## config.mk

```make
export PLATFORM = sky130hd
export DESIGN_NAME = ring_wake_detector
export DESIGN_NICKNAME = d
export VERILOG_FILES = /design/src/rtl/ring_wake_pkg.sv /design/src/rtl/ring_pin_sync.sv /design/src/rtl/ring_train_qual.sv /design/src/rtl/ring_wake_out.sv /design/src/rtl/ring_wake_detector.sv
export SDC_FILE = /design/constraint.sdc
export NUM_CORES = 1
export LEC_CHECK = 0
export CORE_UTILIZATION = 55
export CTS_CLUSTER_DIAMETER = 60
export DETAILED_ROUTE_END_ITERATION = 7
export GPL_TIMING_DRIVEN = 0
export PLACE_DENSITY = 0.76
export SETUP_SLACK_MARGIN = 0.05
export SLEW_MARGIN = 20
export SYNTH_ARGS = -nofsm -noshare
export SYNTH_HDL_FRONTEND = slang
export SYNTH_SLANG_ARGS = --single-unit
```

## constraint.sdc

```tcl
create_clock -name clk -period 2.2 [get_ports clk]
set_clock_uncertainty 0.1 [all_clocks]
set_input_delay 0.55 -clock clk [delete_from_list [all_inputs] [get_ports clk]]
set_output_delay 0.55 -clock clk [all_outputs]
set_load 0.03 [all_outputs]
```

## src/rtl/ring_wake_pkg.sv

```systemverilog
package ring_wake_pkg;

  typedef enum logic {
    DET_EDGE  = 1'b0,
    DET_TRAIN = 1'b1
  } det_mode_e;

  // Width needed to hold values 0..max_val
  function automatic int unsigned span_w(input int unsigned max_val);
    return (max_val < 2) ? 1 : $clog2(max_val + 1);
  endfunction

endpackage

```

## src/rtl/ring_pin_sync.sv

```systemverilog
module ring_pin_sync #(
  parameter int unsigned SYNC_STAGES = 2
) (
  input  logic clk,
  input  logic rst,
  input  logic sel_i,
  input  logic pin_a_i,
  input  logic pin_b_i,
  output logic fall_o
);

  logic                   pin_mux;
  logic [SYNC_STAGES-1:0] sync_q;
  logic                   hist_q;
  logic                   fall_q;

  assign pin_mux = sel_i ? pin_b_i : pin_a_i;

  // Synchroniser chain, idle level high so reset creates no edge
  generate
    for (genvar g = 0; g < SYNC_STAGES; g++) begin : g_stage
      if (g == 0) begin : g_first
        always_ff @(posedge clk) begin
          if (rst) sync_q[g] <= 1'b1;
          else     sync_q[g] <= pin_mux;
        end
      end else begin : g_next
        always_ff @(posedge clk) begin
          if (rst) sync_q[g] <= 1'b1;
          else     sync_q[g] <= sync_q[g-1];
        end
      end
    end
  endgenerate

  always_ff @(posedge clk) begin
    if (rst) begin
      hist_q <= 1'b1;
      fall_q <= 1'b0;
    end else begin
      hist_q <= sync_q[SYNC_STAGES-1];
      fall_q <= hist_q & ~sync_q[SYNC_STAGES-1];
    end
  end

  assign fall_o = fall_q;

endmodule

```

## src/rtl/ring_train_qual.sv

```systemverilog
module ring_train_qual
  import ring_wake_pkg::*;
#(
  parameter int unsigned GAP_TICKS  = 125,
  parameter int unsigned QUAL_TICKS = 380
) (
  input  logic clk,
  input  logic rst,
  input  logic clr_i,
  input  logic tick_i,
  input  logic fall_i,
  output logic hit_o,
  output logic fired_o
);

  localparam int unsigned GW = span_w(GAP_TICKS);
  localparam int unsigned DW = span_w(QUAL_TICKS);
  localparam logic [GW-1:0] GAP_MAX  = GW'(GAP_TICKS);
  localparam logic [DW-1:0] DUR_LAST = DW'(QUAL_TICKS - 1);

  logic [GW-1:0] gap_q;
  logic [DW-1:0] dur_q;
  logic          active_q;
  logic          fired_q;
  logic          hit_q;

  logic gap_full;
  logic timeout;
  logic dur_last;
  logic count_en;

  assign gap_full = (gap_q == GAP_MAX);
  assign timeout  = active_q && gap_full && !fall_i;
  assign dur_last = (dur_q == DUR_LAST);
  assign count_en = active_q && !fired_q && tick_i && !timeout;

  // Ticks since the latest falling edge, saturating at the limit
  always_ff @(posedge clk) begin
    if (rst || clr_i) begin
      gap_q <= GAP_MAX;
    end else if (fall_i) begin
      gap_q <= '0;
    end else if (tick_i && !gap_full) begin
      gap_q <= gap_q + 1'b1;
    end
  end

  // Train state and accumulated duration
  always_ff @(posedge clk) begin
    if (rst || clr_i) begin
      active_q <= 1'b0;
      fired_q  <= 1'b0;
      dur_q    <= '0;
      hit_q    <= 1'b0;
    end else begin
      hit_q <= count_en && dur_last;
      if (timeout) begin
        active_q <= 1'b0;
        fired_q  <= 1'b0;
        dur_q    <= '0;
      end else if (fall_i && !active_q) begin
        active_q <= 1'b1;
        dur_q    <= '0;
      end else if (count_en) begin
        dur_q <= dur_q + 1'b1;
        if (dur_last) fired_q <= 1'b1;
      end
    end
  end

  assign hit_o   = hit_q;
  assign fired_o = fired_q;

endmodule

```

## src/rtl/ring_wake_out.sv

```systemverilog
module ring_wake_out
  import ring_wake_pkg::*;
(
  input  logic      clk,
  input  logic      rst,
  input  det_mode_e mode_i,
  input  logic      en_i,
  input  logic      fall_i,
  input  logic      hit_i,
  output logic      wake_o
);

  logic wake_q;

  always_ff @(posedge clk) begin
    if (rst) begin
      wake_q <= 1'b0;
    end else begin
      wake_q <= en_i && ((mode_i == DET_TRAIN) ? hit_i : fall_i);
    end
  end

  assign wake_o = wake_q;

endmodule

```

## src/rtl/ring_wake_detector.sv

```systemverilog
module ring_wake_detector
  import ring_wake_pkg::*;
#(
  parameter int unsigned SYNC_STAGES = 2,
  parameter int unsigned GAP_TICKS   = 125,
  parameter int unsigned QUAL_TICKS  = 380
) (
  input  logic clk,
  input  logic rst,
  input  logic tick_i,
  input  logic ring_a_i,
  input  logic ring_b_i,
  input  logic ring_sel_i,
  input  logic ring_mode_i,
  input  logic ring_en_i,
  output logic wake_o
);

  logic      fall_s;
  logic      hit_s;
  logic      fired_s;
  det_mode_e mode_s;

  assign mode_s = det_mode_e'(ring_mode_i);

  ring_pin_sync #(
    .SYNC_STAGES (SYNC_STAGES)
  ) u_sync (
    .clk     (clk),
    .rst     (rst),
    .sel_i   (ring_sel_i),
    .pin_a_i (ring_a_i),
    .pin_b_i (ring_b_i),
    .fall_o  (fall_s)
  );

  ring_train_qual #(
    .GAP_TICKS  (GAP_TICKS),
    .QUAL_TICKS (QUAL_TICKS)
  ) u_qual (
    .clk     (clk),
    .rst     (rst),
    .clr_i   (!ring_en_i),
    .tick_i  (tick_i),
    .fall_i  (fall_s),
    .hit_o   (hit_s),
    .fired_o (fired_s)
  );

  ring_wake_out u_out (
    .clk    (clk),
    .rst    (rst),
    .mode_i (mode_s),
    .en_i   (ring_en_i),
    .fall_i (fall_s),
    .hit_i  (hit_s),
    .wake_o (wake_o)
  );

endmodule

```

==> results by group <==
Run status
  • Status: finished clean

Setup path
  • R2R depth: 7
  • Worst r2r src: u_qual.gap_q[1]$_SDFFE_PP0P_
  • Worst Setup End Kind: flip-flop
  • Worst EP arrival: about 2.2 ns
  • Worst Path Required: between 2 and 2.5 ns
  • R2R setup slack: around 0.14 ns
  • Cells along the critical path: inv_1, ha_1, and4_1, buf_6, a211o_4, or4_1, nand2_1
  • Startpoint Class: flip-flop
  • CP Class: flip-flop to flip-flop
  • Critical-path maximum fanout: 8
  • Critical Path Max Stage Delay: around 0.52 ns
  • Crit path max-delay cell type: or4_1
  • RR Endpoint: u_qual.dur_q[4]$_SDFFE_PP0P_

Timing
  • Final setup viols: 0
  • Final Hold Viols: 0
  • Worst slew pin tran: 0.451 ns
  • Period minus WS final: about 2 ns
  • Fin crit share: a little over 90%
  • Slew Limit Fails: 0
  • Slew HR: a little over two thirds
  • RSZ-0062 raised after global routing: false
  • Max Fclk: 0.486 GHz

Synth
  • Area leader, netlist: dfxtp_1
  • Synth top cells by count: dfxtp_1, o21ai_0, nor2_1
  • Sequential area share after synthesis: a little over two fifths
  • Mapped Avg Cell Area: around 9 sq um
  • Syn_nets: 132
  • Largest family of logic cells by synthesized area: simple AND/OR/NAND/NOR gates
  • Post-Synth Simple-Gate Area: a little over a quarter
  • Main area contributors after synthesis: dfxtp_1, o21ai_0, ha_1, a21oi_1, nor2_1
  • Synth Area in Compound Gates: between 10% and 20%
  • Ys flop type: dfxtp_1
  • Synth Area in XOR/XNOR: 4.74%
  • Seq cells post-synth: 24
  • Post-synth cell types: 38
  • Yosys top cell area share: between 40% and 50%
  • Most numerous cell in the Yosys netlist: dfxtp_1
  • EDFF count, synth: 0
  • Yosys warnings: 0
  • Synth Area in Adders: about 3.4%
  • Post-synthesis mux area share: under 10%
  • Async SR Flop Fraction: 0%
  • Mapped Cells: 121
  • Synthesized cell area: roughly 1100 sq um

Cells and area
  • Fin util: 69.9%
  • ANT cells: 0
  • P&R area growth vs syn: 13.5%
  • Fin nets: approximately 140
  • Non-Filler Instances: ~160
  • Share of cells above drive strength 1: approximately a tenth

Job
  • Max Cap Viol: 0

Drt
  • DRC Markers: 0
  • WL/cell: between 10 and 15 um
  • Vias/cell: between 5 and 6
  • Vias: 926
  • Starting DRT DRC Count: 22
  • DRT Wirelength: between 2000 and 2500 um
  • Post-DRT Antenna Nets: 0
  • Drt pass-1 iters: 4

Floorplanning
  • CORE AREA: 1800 sq um
  • I/O pins: 9
  • Initial Util: about 62%
  • Die height: ~47 um
  • Die extent in x: 46.9 um
  • Rows: 15
  • Die Footprint: between 2000 and 2500 sq um

Pwr
  • Final Power: around 0.75 mW
  • Cell Pwr Density: roughly 600 nW/um^2
  • P_leak: 0.487 nW
  • VDD IR max: 0.428 mV

Clocking
  • CTS tree: done
  • Maximum clock path buffer count: 2
  • TritonCTS buffer count: 3
  • Post-CTS Hold Buffers: 0
  • Worst-skew pair later-pin latency: approximately 0.32 ns
  • CTS clk-pin slew, worst paths: between 0.1 and 0.15 ns
  • Clk root buf: clkbuf_4
  • Htree depth: 1
  • CTS sink cnt: 24

Placement
  • I/O Buffers: 7
  • RePlAce Congestion: a little over 0.8
  • HPWL Detailed: roughly 1400 um
  • DP Cell Count: 153

Worst hold path
  • Hold Crit Start: u_sync.hist_q$_SDFF_PP1_
  • Cell depth of the worst min-delay path: 2
  • Min-delay worst type: flip-flop to flip-flop
  • Hold EP: u_sync.fall_o$_SDFF_PP0_

GRT
  • Antenna violations before repair: 0
  • First-pass GRT wire length: ~3300 um
  • Pin count of the biggest net entering global routing: 14
  • Total track usage: around a fifth
  • Grt total ovfl: 0
  • Vias in the first global route: around 770
==> per-layer routing <==
| layer | track usage [%] | share of wire, % |
|---|---|---|
| met5 | 0 | 0 |
| met4 | 8.57 | 1.5 |
| met3 | 4.23 | 3.1 |
| met1 | 29.8 | 52 |
| met2 | 30.3 | 43 |
==> worst max path at each step <==
stage | startpoint | endpoint | depth (start not counted)
3_5_place_dp | rst | u_qual.dur_q[4]$_SDFFE_PP0P_ | 6
5_1_grt | u_qual.gap_q[1]$_SDFFE_PP0P_ | u_qual.dur_q[4]$_SDFFE_PP0P_ | 7
4_1_cts | rst | u_qual.dur_q[4]$_SDFFE_PP0P_ | 6
6_report | u_qual.gap_q[1]$_SDFFE_PP0P_ | u_qual.dur_q[4]$_SDFFE_PP0P_ | 7
2_1_floorplan | u_qual.gap_q[1]$_SDFFE_PP0P_ | u_qual.dur_q[3]$_SDFFE_PP0P_ | 7
3_3_place_gp | rst | u_qual.dur_q[4]$_SDFFE_PP0P_ | 6
==> where the power goes <==
| part | switching (mW) | leakage, nW | internal, mW | total [mW] |
|---|---|---|---|---|
| combinational | 0.0369 | 0.271 | 0.0338 | 0.0708 |
| sequential | 0.00551 | 0.195 | 0.442 | 0.447 |
| clock | 0.134 | 0.0210 | 0.101 | 0.235 |
==> layout by cell type (no fill, tap or decap), drive strengths merged, types with 2 or more instances in the layout <==
master and count:
a211o 2, a21oi 6, and3 2, and4 3, buf 4, clkbuf 4, clkdlybuf4s50 6, dfxtp 24
ha 3, inv 3, mux2i 2, nand2 6, nand3 5, nand3b 2, nand4 3, nor2 8
nor2b 4, nor3 2, o211ai 4, o21ai 11, o31ai 2, or2 2, or3 2, or4 3
xnor2 3, xor2 3
==> per-stage QoR <==
step | TNS [ns] | hold slack, ns | area, sq um | worst slack [ns]
after floorplan | 0 | 0.289 | 1110 | 0.262
after global placement | -0.534 | 0.296 | 1210 | -0.270
after detailed placement | -0.595 | 0.306 | 1210 | -0.302
after CTS | 0 | 0.319 | 1250 | 0.0785
after global routing | 0 | 0.336 | 1260 | 0.0834
final | 0 | 0.321 | 1260 | 0.143
==> worst max-delay path, delay by kind of cell (launching register included) <==
kind,cells,cell delay (ns)
and+or+nand+nor,3,0.81
buffers and inverters,2,0.18
AOI/OAI and AO/OA,1,0.37
adders and majority gates,1,0.18
DFF,1,0.38
==> cell type report <==
type                    count  area, sq um
multi-input cells          90          599
fillers                   150          543
flip-flops and latches     24          482
repair buffers              7         72.6
clock buffers               4         36.3
well taps                  25         31.3
plain buffers               4         26.3
inverters                   3         11.3
==> flip-flops by register name, summed over array words and instances (netlist names) <==
register,flops
u_sync.fall_o,1
u_qual.dur_q,9
u_qual.active_q,1
u_qual.fired_o,1
u_qual.gap_q,7
u_sync.sync_q,2
u_out.wake_o,1
u_sync.hist_q,1
u_qual.hit_o,1
==> cells by family (layout without fill, tap and decap cells) <==
group / after synthesis / in the layout
AND/OR/NAND/NOR: 49 / 49
AO/OA/AOI/OAI: 30 / 30
flip-flops: 24 / 24
buffers and inverters: 7 / 18
XOR/XNOR: 6 / 6
adder cells (fa/ha/maj): 3 / 3
multiplexers: 2 / 2
==> repair_timing <==
item | 4_1_cts | 5_1_grt
resized for setup | 1 | 2
endpoints found under the setup margin | 1 | 2
buffers inserted | 0 | 0
hold endpoints to repair | 0 | 0
pin swaps | 0 | 0
cloned | 0 | 0
Power figures use the tool's default switching activity.
